[src/rtl/irq_dist_pkg.sv]
package irq_dist_pkg;

  localparam int unsigned AW  = 13;
  localparam int unsigned IDW = 10;

  localparam logic [AW-1:0] OFS_CTRL   = 13'h0000;
  localparam logic [AW-1:0] OFS_TYPE   = 13'h0004;
  localparam logic [AW-1:0] OFS_GROUP  = 13'h0100;
  localparam logic [AW-1:0] OFS_EN_SET = 13'h0200;
  localparam logic [AW-1:0] OFS_EN_CLR = 13'h0280;
  localparam logic [AW-1:0] OFS_PD_SET = 13'h0300;
  localparam logic [AW-1:0] OFS_PD_CLR = 13'h0380;
  localparam logic [AW-1:0] OFS_AC_SET = 13'h0400;
  localparam logic [AW-1:0] OFS_AC_CLR = 13'h0480;
  localparam logic [AW-1:0] OFS_PRIO   = 13'h0800;
  localparam logic [AW-1:0] OFS_CFG    = 13'h0C00;
  localparam logic [AW-1:0] OFS_STAT   = 13'h1000;

  localparam int unsigned CTRL_G0    = 0;
  localparam int unsigned CTRL_G1    = 1;
  localparam int unsigned CTRL_ROUTE = 4;

  localparam logic [IDW-1:0] ID_NONE = 10'd1023;

  // byte address of the idx-th word of a window
  function automatic logic [AW-1:0] word_addr(input logic [AW-1:0] base,
                                              input int unsigned idx);
    return base + AW'(idx * 4);
  endfunction

  // type word: number of 32-line words minus one, in the low five bits
  function automatic logic [31:0] type_word(input int unsigned n);
    logic [31:0] t;
    t      = '0;
    t[4:0] = 5'((n / 32) - 1);
    return t;
  endfunction

  // per-line status word: active above pending
  function automatic logic [31:0] status_word(input logic act, input logic pend);
    return {30'd0, act, pend};
  endfunction

endpackage

[src/rtl/irq_bit_bank.sv]
module irq_bit_bank #(
  parameter int unsigned N = 64
) (
  input  logic         clk,
  input  logic         rst_n,
  input  logic [N-1:0] set_mask,
  input  logic [N-1:0] clr_mask,
  output logic [N-1:0] q
);

  always_ff @(posedge clk or negedge rst_n) begin
    if (!rst_n) q <= '0;
    else        q <= (q & ~clr_mask) | set_mask;
  end

  assert_w1s_R2: assert property (@(posedge clk) disable iff (!rst_n)
    (|set_mask) |=> ((q & $past(set_mask)) == $past(set_mask)));

  assert_w1c_R2: assert property (@(posedge clk) disable iff (!rst_n)
    (|clr_mask) |=> ((q & $past(clr_mask)) == '0));

endmodule

[src/rtl/irq_pend_unit.sv]
module irq_pend_unit #(
  parameter int unsigned N = 64
) (
  input  logic         clk,
  input  logic         rst_n,
  input  logic [N-1:0] irq_in,
  input  logic [N-1:0] edge_mode,
  input  logic [N-1:0] set_mask,
  input  logic [N-1:0] clr_mask,
  output logic [N-1:0] pend
);

  logic [N-1:0] irq_q;
  logic [N-1:0] sw_q;
  logic [N-1:0] edge_hit;

  // rising input on an edge-mode line
  assign edge_hit = irq_in & ~irq_q & edge_mode;

  always_ff @(posedge clk or negedge rst_n) begin
    if (!rst_n) begin
      irq_q <= '0;
      sw_q  <= '0;
    end else begin
      irq_q <= irq_in;
      // a hardware edge wins over a clear in the same cycle
      sw_q  <= (sw_q & ~clr_mask) | set_mask | edge_hit;
    end
  end

  // level-mode lines also follow the live input
  assign pend = sw_q | (~edge_mode & irq_in);

  assert_edge_latch_R4: assert property (@(posedge clk) disable iff (!rst_n)
    (|edge_hit) |=> ((sw_q & $past(edge_hit)) == $past(edge_hit)));

  assert_sw_clear_R3: assert property (@(posedge clk) disable iff (!rst_n)
    (|(clr_mask & ~edge_hit & ~set_mask)) |=>
      ((sw_q & $past(clr_mask & ~edge_hit & ~set_mask)) == '0));

endmodule

[src/rtl/irq_best_pick.sv]
module irq_best_pick
  import irq_dist_pkg::*;
#(
  parameter int unsigned N  = 64,
  parameter int unsigned PB = 5
) (
  input  logic [N-1:0]    elig,
  input  logic [N*PB-1:0] prio_flat,
  output logic            found,
  output logic [IDW-1:0]  id,
  output logic [PB-1:0]   prio
);

  // ascending scan; only a strictly smaller value displaces, so ties keep the lower ID
  always_comb begin
    found = 1'b0;
    id    = ID_NONE;
    prio  = '0;
    for (int i = 0; i < int'(N); i++) begin
      if (elig[i] && (!found || (prio_flat[i*PB +: PB] < prio))) begin
        found = 1'b1;
        id    = IDW'(i);
        prio  = prio_flat[i*PB +: PB];
      end
    end
  end

endmodule

[src/rtl/irq_dist_regs.sv]
module irq_dist_regs
  import irq_dist_pkg::*;
#(
  parameter int unsigned NUM_IRQ     = 64,
  parameter int unsigned PRIO_BITS   = 5,
  parameter int unsigned BUSY_CYCLES = 4
) (
  input  logic               clk,
  input  logic               rst_n,
  input  logic               reg_wr,
  input  logic               reg_rd,
  input  logic [AW-1:0]      reg_addr,
  input  logic [31:0]        reg_wdata,
  output logic [31:0]        reg_rdata,
  input  logic [NUM_IRQ-1:0] irq_in,
  output logic               best_valid,
  output logic [IDW-1:0]     best_id,
  output logic [7:0]         best_prio
);

  localparam int unsigned WORDS  = NUM_IRQ / 32;
  localparam int unsigned PWORDS = NUM_IRQ / 4;
  localparam int unsigned CWORDS = NUM_IRQ / 16;
  localparam int unsigned CNTW   = $clog2(BUSY_CYCLES + 1);

  // left-justify a stored priority into its byte lane
  function automatic logic [7:0] prio_byte(input logic [PRIO_BITS-1:0] p);
    logic [7:0] b;
    b = '0;
    b[7 -: PRIO_BITS] = p;
    return b;
  endfunction

  // ---------------- write decode ----------------
  logic [NUM_IRQ-1:0] en_set, en_clr, pd_set, pd_clr, ac_set, ac_clr;
  logic [WORDS-1:0]   grp_we;
  logic [PWORDS-1:0]  prio_we;
  logic [CWORDS-1:0]  cfg_we;
  logic               ctrl_we;
  logic               clren_we;

  always_comb begin
    en_set = '0; en_clr = '0; pd_set = '0; pd_clr = '0; ac_set = '0; ac_clr = '0;
    grp_we = '0; prio_we = '0; cfg_we = '0;
    clren_we = 1'b0;
    ctrl_we  = reg_wr && (reg_addr == OFS_CTRL);
    for (int w = 0; w < int'(WORDS); w++) begin
      if (reg_wr) begin
        if (reg_addr == word_addr(OFS_EN_SET, w)) en_set[w*32 +: 32] = reg_wdata;
        if (reg_addr == word_addr(OFS_EN_CLR, w)) begin
          en_clr[w*32 +: 32] = reg_wdata;
          clren_we = 1'b1;
        end
        if (reg_addr == word_addr(OFS_PD_SET, w)) pd_set[w*32 +: 32] = reg_wdata;
        if (reg_addr == word_addr(OFS_PD_CLR, w)) pd_clr[w*32 +: 32] = reg_wdata;
        if (reg_addr == word_addr(OFS_AC_SET, w)) ac_set[w*32 +: 32] = reg_wdata;
        if (reg_addr == word_addr(OFS_AC_CLR, w)) ac_clr[w*32 +: 32] = reg_wdata;
        grp_we[w] = (reg_addr == word_addr(OFS_GROUP, w));
      end
    end
    for (int p = 0; p < int'(PWORDS); p++)
      prio_we[p] = reg_wr && (reg_addr == word_addr(OFS_PRIO, p));
    for (int c = 0; c < int'(CWORDS); c++)
      cfg_we[c] = reg_wr && (reg_addr == word_addr(OFS_CFG, c));
  end

  // ---------------- state ----------------
  logic [NUM_IRQ-1:0]   en_q, act_q, pend_w;
  logic [NUM_IRQ-1:0]   grp_q, edge_q;
  logic [PRIO_BITS-1:0] prio_q [NUM_IRQ];
  logic                 g0_en_q, g1_en_q, route_q;
  logic [CNTW-1:0]      busy_cnt;
  logic                 busy_w;
  logic [31:0]          rd_word;

  irq_bit_bank #(.N(NUM_IRQ)) u_enable (
    .clk(clk), .rst_n(rst_n), .set_mask(en_set), .clr_mask(en_clr), .q(en_q));

  irq_bit_bank #(.N(NUM_IRQ)) u_active (
    .clk(clk), .rst_n(rst_n), .set_mask(ac_set), .clr_mask(ac_clr), .q(act_q));

  irq_pend_unit #(.N(NUM_IRQ)) u_pend (
    .clk(clk), .rst_n(rst_n), .irq_in(irq_in), .edge_mode(edge_q),
    .set_mask(pd_set), .clr_mask(pd_clr), .pend(pend_w));

  assign busy_w = (busy_cnt != '0);

  always_ff @(posedge clk or negedge rst_n) begin
    if (!rst_n) begin
      g0_en_q   <= 1'b0;
      g1_en_q   <= 1'b0;
      route_q   <= 1'b0;
      busy_cnt  <= '0;
      grp_q     <= '0;
      edge_q    <= '0;
      prio_q    <= '{default: '0};
      reg_rdata <= '0;
    end else begin
      if (ctrl_we) begin
        g0_en_q <= reg_wdata[CTRL_G0];
        g1_en_q <= reg_wdata[CTRL_G1];
        route_q <= reg_wdata[CTRL_ROUTE];
      end
      if (ctrl_we || clren_we)  busy_cnt <= CNTW'(BUSY_CYCLES);
      else if (busy_w)          busy_cnt <= busy_cnt - CNTW'(1);
      for (int w = 0; w < int'(WORDS); w++)
        if (grp_we[w]) grp_q[w*32 +: 32] <= reg_wdata;
      for (int i = 0; i < int'(NUM_IRQ); i++) begin
        if (prio_we[i/4]) prio_q[i] <= reg_wdata[8*(i%4)+7 -: PRIO_BITS];
        if (cfg_we[i/16]) edge_q[i] <= reg_wdata[2*(i%16)+1];
      end
      if (reg_rd) reg_rdata <= rd_word;
    end
  end

  // ---------------- read mux ----------------
  always_comb begin
    rd_word = '0;
    if (reg_addr == OFS_CTRL)
      rd_word = {busy_w, 26'd0, route_q, 2'd0, g1_en_q, g0_en_q};
    if (reg_addr == OFS_TYPE)
      rd_word = type_word(NUM_IRQ);
    for (int w = 0; w < int'(WORDS); w++) begin
      if (reg_addr == word_addr(OFS_GROUP, w)) rd_word = grp_q[w*32 +: 32];
      if (reg_addr == word_addr(OFS_EN_SET, w) || reg_addr == word_addr(OFS_EN_CLR, w))
        rd_word = en_q[w*32 +: 32];
      if (reg_addr == word_addr(OFS_PD_SET, w) || reg_addr == word_addr(OFS_PD_CLR, w))
        rd_word = pend_w[w*32 +: 32];
      if (reg_addr == word_addr(OFS_AC_SET, w) || reg_addr == word_addr(OFS_AC_CLR, w))
        rd_word = act_q[w*32 +: 32];
    end
    for (int p = 0; p < int'(PWORDS); p++)
      if (reg_addr == word_addr(OFS_PRIO, p))
        for (int b = 0; b < 4; b++) rd_word[8*b +: 8] = prio_byte(prio_q[4*p + b]);
    for (int c = 0; c < int'(CWORDS); c++)
      if (reg_addr == word_addr(OFS_CFG, c))
        for (int f = 0; f < 16; f++) rd_word[2*f+1] = edge_q[16*c + f];
    for (int s = 0; s < int'(NUM_IRQ); s++)
      if (reg_addr == word_addr(OFS_STAT, s)) rd_word = status_word(act_q[s], pend_w[s]);
  end

  // ---------------- selection ----------------
  logic [NUM_IRQ-1:0]           grp_ok, elig;
  logic [NUM_IRQ*PRIO_BITS-1:0] prio_flat;
  logic [PRIO_BITS-1:0]         pick_prio;

  for (genvar i = 0; i < NUM_IRQ; i++) begin : g_flat
    assign prio_flat[i*PRIO_BITS +: PRIO_BITS] = prio_q[i];
  end

  assign grp_ok = (grp_q & {NUM_IRQ{g1_en_q}}) | (~grp_q & {NUM_IRQ{g0_en_q}});
  assign elig   = pend_w & en_q & ~act_q & grp_ok;

  irq_best_pick #(.N(NUM_IRQ), .PB(PRIO_BITS)) u_pick (
    .elig(elig), .prio_flat(prio_flat),
    .found(best_valid), .id(best_id), .prio(pick_prio));

  assign best_prio = best_valid ? prio_byte(pick_prio) : 8'd0;

  // ---------------- assertions ----------------
  assert_busy_raise_R8: assert property (@(posedge clk) disable iff (!rst_n)
    (ctrl_we || clren_we) |=> busy_w);

  assert_busy_bound_R8: assert property (@(posedge clk) disable iff (!rst_n)
    busy_cnt <= CNTW'(BUSY_CYCLES));

  assert_pick_enabled_R11: assert property (@(posedge clk) disable iff (!rst_n)
    best_valid |-> (en_q[best_id] && pend_w[best_id]));

  assert_pick_not_active_R11: assert property (@(posedge clk) disable iff (!rst_n)
    best_valid |-> !act_q[best_id]);

  assert_none_id_R12: assert property (@(posedge clk) disable iff (!rst_n)
    !best_valid |-> (best_id == ID_NONE && elig == '0));

  assert_rd_hold_R1: assert property (@(posedge clk) disable iff (!rst_n)
    !reg_rd |=> $stable(reg_rdata));

endmodule

[config.mk]
export PLATFORM = sky130hd
export DESIGN_NAME = irq_dist_regs
export DESIGN_NICKNAME = d
export VERILOG_FILES = /design/src/rtl/irq_dist_pkg.sv /design/src/rtl/irq_bit_bank.sv /design/src/rtl/irq_pend_unit.sv /design/src/rtl/irq_best_pick.sv /design/src/rtl/irq_dist_regs.sv
export SDC_FILE = /design/constraint.sdc
export NUM_CORES = 2
export LEC_CHECK = 0
export BUFFER_PORTS_ARGS = -buffer_cell sky130_fd_sc_hd__buf_2
export CAP_MARGIN = 20
export CORE_MARGIN = 2
export CORE_UTILIZATION = 40
export DETAILED_ROUTE_END_ITERATION = 10
export MAX_ROUTING_LAYER = met4
export PLACE_DENSITY = 0.66
export RECOVER_POWER = 100
export REMOVE_ABC_BUFFERS = 1
export SYNTH_ARGS = -nofsm -noshare
export SYNTH_HDL_FRONTEND = slang
export SYNTH_SLANG_ARGS = --single-unit
[constraint.sdc]
create_clock -name clk -period 98.8 [get_ports clk]
set_input_delay 4.94 -clock clk [delete_from_list [all_inputs] [get_ports clk]]
set_output_delay 4.94 -clock clk [all_outputs]
set_load 0.02 [all_outputs]
## After elaboration in Yosys (flattened, before gate mapping)

Cells that the tools add are included.

- Flip-flop bits (word level): 742
- Latch bits: 0
- RAM bits: 0
- ROM bits: 0
- Bits of input ports: 113
- Output and inout bits: 51
- Logic and storage cells: 865
- Memories kept: 0

- $add $sub $neg: 1
- Multiply operators: 0
- Divide/modulo/power cells: 0
- $lt $le $gt $ge: 63
- Equality and inequality tests: 99
- Shift operators: 0
- Multiplexer cells: 379
- Bitwise logic cells: 24
- Reduce and logical (&&, ||, !) cells: 220

Operators by type and width:

| kind | number |
|---|---|
| $mux W32 | 114 |
| $eq A13 B13 Y1 const B | 64 |
| $and A64 B64 Y64 | 11 |
| $mux W10 | 64 |
| $not A64 Y64 | 7 |
| $or A64 B64 Y64 | 6 |
| $mux W5 | 64 |
| $lt A5 B5 Y1 | 63 |
| $eq A13 B12 Y1 const B | 20 |
| $mux W1 | 134 |
| $eq A13 B10 Y1 const B | 8 |
| $logic_and A1 B1 Y1 | 84 |
| $logic_or A1 B1 Y1 | 70 |
| $logic_not A1 Y1 | 63 |
| $eq A13 B11 Y1 const B | 4 |
| $eq A13 B9 Y1 const B | 2 |
| $eq A13 B3 Y1 const B | 1 |
| $logic_not A13 Y1 | 1 |
| $mux W8 | 1 |
| $mux W3 | 2 |
| $reduce_bool A3 Y1 | 1 |
| $sub A3 B1 Y3 const B | 1 |
| $reduce_bool A2 Y1 | 1 |

## Longest topological paths before layout

- Word-level depth: 260
- Mapped depth: 546
- Mapped depth without buffers: 518

## Hierarchy

Synthesis repeated with hierarchy kept, for this count alone.

- Cell total of the unflattened synthesis: 6709
- Area, all modules: 57298.7 um2

Modules (own cells, without submodules):

| module | instances | cells each | area each (um2) | seq. area each (um2) |
|---|---|---|---|---|
| irq_dist_regs | 1 | 3055 | 28867.7 | 12161.7 |
| irq_best_pick | 1 | 2758 | 18735.5 | 0.0 |
| irq_pend_unit | 1 | 512 | 5051.1 | 3203.1 |
| irq_bit_bank | 2 | 192 | 2322.2 | 1601.5 |

## Least setup slack after synthesis

Ideal clock, no wire load.

- Path type: input port to output port
- Start point: input irq_in[0]
- End point: output best_prio[4]
- Data arrival time: 95.445 ns
- Required time: 93.860 ns
- Path slack: -1.585 ns
- Stages on the path: 498
- Buffers on the path: 28
- Cells stage by stage: nor2b_1 > o211a_1 > buf_6 > nand2_1 > ha_1 > a211oi_1 > nor2_1 > o31ai_1 > and2_1 > buf_2 > nand2_1 > o21ai_0 > inv_1 > ha_1 > a21oi_1 > o21ai_2 > a21boi_0 > nor2_1 > [... 462 more ...] > a21oi_1 > nor2b_1 > o21ai_0 > nand2b_1 > nor3_1 > nand3_2 > a21oi_2 > o32ai_2 > ha_1 > a21o_1 > a21o_1 > a21oi_1 > a31oi_1 > o21ai_0 > a2bb2oi_1 > buf_4 > a21boi_1 > a21oi_1

- Word-level cells in the longest chain between the ends: 259
- Elaborated cells on any way between the ends: 386
- Classes of those cells: order compare: 63; mux: 129; bitwise: 5; reduce/logical: 189

RTL lines:

| what | line | source |
|---|---|---|
| start, declared | irq_dist_regs.sv:15 | `input logic [NUM_IRQ-1:0] irq_in,` |
| $and A64 B64 Y64 * | irq_pend_unit.sv:32 | `assign pend = sw_q \| (~edge_mode & irq_in);` |
| $or A64 B64 Y64 * | irq_pend_unit.sv:32 |  |
| $and A64 B64 Y64 * (3 in series) | irq_dist_regs.sv:152 | `assign elig = pend_w & en_q & ~act_q & grp_ok;` |
| $mux W5 or $mux W1 (tied branches) | irq_best_pick.sv:20 | `if (elig[i] && (!found \|\| (prio_flat[i*PB +: PB] < prio))) begin` |
| $lt A5 B5 Y1 or $logic_not A1 Y1 (tied branches) | irq_best_pick.sv:20 |  |
| $logic_or A1 B1 Y1 | irq_best_pick.sv:20 |  |
| $logic_and A1 B1 Y1 | irq_best_pick.sv:20 |  |
| $mux W5 or $mux W1 (tied branches) | irq_best_pick.sv:20 |  |
| [... 241 more ...] | - |  |
| $logic_or A1 B1 Y1 | irq_best_pick.sv:20 |  |
| $logic_and A1 B1 Y1 | irq_best_pick.sv:20 |  |
| $mux W5 or $mux W1 (tied branches) | irq_best_pick.sv:20 |  |
| $lt A5 B5 Y1 or $logic_not A1 Y1 (tied branches) | irq_best_pick.sv:20 |  |
| $logic_or A1 B1 Y1 | irq_best_pick.sv:20 |  |
| $logic_and A1 B1 Y1 | irq_best_pick.sv:20 |  |
| $mux W5 or $mux W1 (tied branches) | irq_best_pick.sv:20 |  |
| $mux W8 * | irq_dist_regs.sv:158 | `assign best_prio = best_valid ? prio_byte(pick_prio) : 8'd0;` |
| end, declared | irq_dist_regs.sv:18 | `output logic [7:0] best_prio` |

Mark *: on every way between the ends. The rest lies on a longest branch, timed or not.

## Worst setup path in the final report

- Start point: input irq_in[0]
- End point: output best_prio[3]

The elaborated chain is that of the path after synthesis.

==> out/metrics.yaml <==
pwr:
  power_uw: 677
  p_leak_nw: 27.3
  powerDensity_mw_per_mm2: 10.7
  max-vdd-ir-drop_uv: 18.4
logic_synthesis:
  synth_fa_ha_area_frac: 0.0407
  synth.distinct_cells: 178
  synth_xor_area_frac: 0.00359
  yosys.area_share.simple: 0.151
  synthMuxAreaShare: 0.135
  synth-seq-area-share: 0.351
  async_flop_share: 1.00
  synth_edf_count: 0
  synth.avg_cell_area_um2: 9.08
  synth_ff_type: "dfrtp_1"
  synthCells: 5828
  ys_ff_latch: 742
  synth_compound_area_frac: 0.268
  synth_top_family_by_area: "compound AO/OA/AOI/OAI gates"
  yosys_warnings: 0
  syn_area_mm2: 0.0529
detailed_routing:
  wl_per_cell_um: 30.3
  firstDrtPassIters: 9
  wl_um: 244000
  antenna_left: 0
  drc: 0
  detailroute.via_count: 53514
  via_per_inst: 6.65
  dr.first_iter.drc_count: 6793
floorplan:
  die_y_um: 368
  io_pins: 164
  fp.coreArea_mm2: 0.131
  die_w_um: 368
  num_rows: 133
  design.die.area_mm2: 0.135
  initial_core_util: 0.403
cts:
  cts_made_buffers: 80
  cts_hold_buf: 0
  cts.sinks: 742
  clkTransAtPathRegs_ns: 0.06
  clk_latency_ns: 0.67
  htreeDepth: 3
  clockBufferDepth: 3
  root_buffer: "clkbuf_16"
  cts_tree: "built"
timing:
  maxSlewViolCount: 1156
  finClkSkew_ns: 0.0253
  min_period_over_period: 0.973
  setup_viol: 0
  hold_viol_final: 0
  worst_slew_pin_slew_ns: 8.91
  slew_headroom: -4.94
  min_period_ns: 96.13
  fmax_mhz: 10.4
  fin_ws_ns: 2.67
finish:
  regArea_mm2: 0.0186
  final_common_cell: "dfrtp_1"
  final_layout_size_suffix_gt1_frac: 0.307
  multi_input_area_mm2: 0.0342
  area_growth_pct: 19.4
  fillerInstances: 12489
  finish.utilization: 0.480
  layout_common_cells: "dfrtp_1, o21ai_0, mux2_2, nand2_1, buf_4"
  final_nets: 6465
global_routing:
  antenna_found_initial: 22
  track_usage: 0.352
  grt_max_degree: 169
  grt_remaining_overflow: 0
  grt_pass1_wl_um: 345000
  grt_pass1_vias: 49716
critical_path:
  crit_path_top_delay_cell: "or4_4"
  critPathMaxStageDelay_ns: 0.59
  critPathMaxFanout: 7
  worstPathRequired_ns: 93.86
  path_class: "in -> out"
  start_kind: "input pin"
  cp.arrival_ns: 91.19
  cp-end-kind: "output port"
place:
  dpl_worst_slack_ns: -3.69
  port-buffer-count: 160
  place_congestion: 1.07
  dpl.hpwl_um: 175000
run:
  cap_violations: 26
min_path:
  hp-class: "reg -> reg"
run_status:
  violations: "max-capacitance violations, max-slew violations"
  status: "complete, but fails checks"
-- worst max-delay path: cells and delay by family --
family | cells | cell delay, ns
AO/OA/AOI/OAI | 221 | 36.57
adder cells (fa/ha/maj) | 62 | 16.30
buffers and inverters | 37 | 4.10
multiplexers | 20 | 4.88
AND/OR/NAND/NOR | 146 | 24.34
-- synthesized netlist by cell type, drive strengths merged (24+ instances only) --
library cell	instances	area, µm²
mux2	504	5700
o21ai	648	3300
nor4	27	181
o221ai	97	875
a22oi	75	582
a221oi	81	734
o31ai	30	315
nand2b	58	363
o21a	44	342
nor3	84	468
mux2i	143	1430
dfrtp	742	18600
a21o	62	507
nand2	505	1920
nor2	371	1410
nand4	36	238
maj3	35	353
and3	40	278
inv	270	1010
nand3	105	556
buf	74	564
or2b	24	198
a31oi	63	462
clkbuf	265	1030
o22ai	92	576
nor2b	36	228
o2111ai	39	360
o211ai	59	502
or3	38	273
a211oi	52	470
and2	45	309
or4b	58	584
ha	144	1800
or2	52	330
a21oi	443	2290
-- per-layer routing --
metal	vias to the layer above	wire, µm	global-route usage
met5	-	0	-
met4	0	20900	0.243
met3	1034	28200	0.0978
met2	3566	102000	0.496
met1	26202	93200	0.437
li1	22712	-	-
-- metrics by stage --
step	hold WS (ns)	setup TNS [ns]	cell area (µm²)	instances
global route	0.466	-13.17	63100	8040
detailed placement	0.453	-38.35	56700	7711
floorplan	0.443	-14.71	51200	5479
finish	0.461	0	63200	8048
global placement	0.445	-4.74	56700	7711
CTS	0.463	0	60000	7881
-- layout make-up --
type | instances | share of cell area
Inverter | 270 | 0.0162
Antenna cell | 18 | 0.000713
Multi-Input combinational cell | 4467 | 0.542
Clock inverter | 42 | 0.00903
Sequential cell | 742 | 0.294
Timing Repair Buffer | 647 | 0.0668
Tap cell | 1755 | 0.0348
Clock buffer | 107 | 0.0365
-- registers in the layout, summed over array words and instances, names as in the netlist --
| register | cells |
|---|---|
| g1_en_q | 1 |
| u_active.q | 64 |
| u_pend.sw_q | 64 |
| prio_flat | 320 |
| u_pend.irq_q | 64 |
| route_q | 1 |
| reg_rdata | 32 |
| grp_q | 64 |
| g0_en_q | 1 |
| u_enable.q | 64 |
| edge_q | 64 |
| busy_cnt | 3 |
-- cell families after synthesis --
logic type / after synthesis
mux: 647
flops: 742
xor+xnor: 20
buf+inv: 621
fa+ha+maj: 179
other cells: 1
simple gates: 1551
compound gates: 2067
-- where the power goes --
| group | switching (mW) | total [mW] | internal (mW) |
|---|---|---|---|
| combinational | 0.0284 | 0.0350 | 0.00654 |
| clock | 0.139 | 0.333 | 0.194 |
| sequential | 0.00215 | 0.309 | 0.307 |
| total | 0.169 | 0.677 | 0.508 |
-- path summary, 6_finish.rpt --
kind                                           start                         end  slack (ns)  depth (start not counted)
min in group asynchronous                      rst_n  prio_flat[168]$_DFFE_PN0P_        6.19                          1
setup / recovery                           irq_in[0]                best_prio[3]        2.67                        486
hold reg to reg            u_pend.irq_q[4]$_DFF_PN0_    u_pend.sw_q[4]$_DFF_PN0_        0.46                          1
max in group asynchronous                      rst_n         g0_en_q$_DFFE_PN0P_       81.30                          2
setup reg to reg               edge_q[1]$_DFFE_PN0P_    reg_rdata[1]$_DFFE_PN0P_       89.78                         45
hold / removal             u_pend.irq_q[4]$_DFF_PN0_    u_pend.sw_q[4]$_DFF_PN0_        0.46                          1
-- what timing repair did --
action                     in CTS  in global routing
pin swaps                      22                289
buffers inserted               21                145
setup endpoints to repair      11                 11
gates resized for setup        93                524
Note: power is estimated with default switching activity, not from simulation.
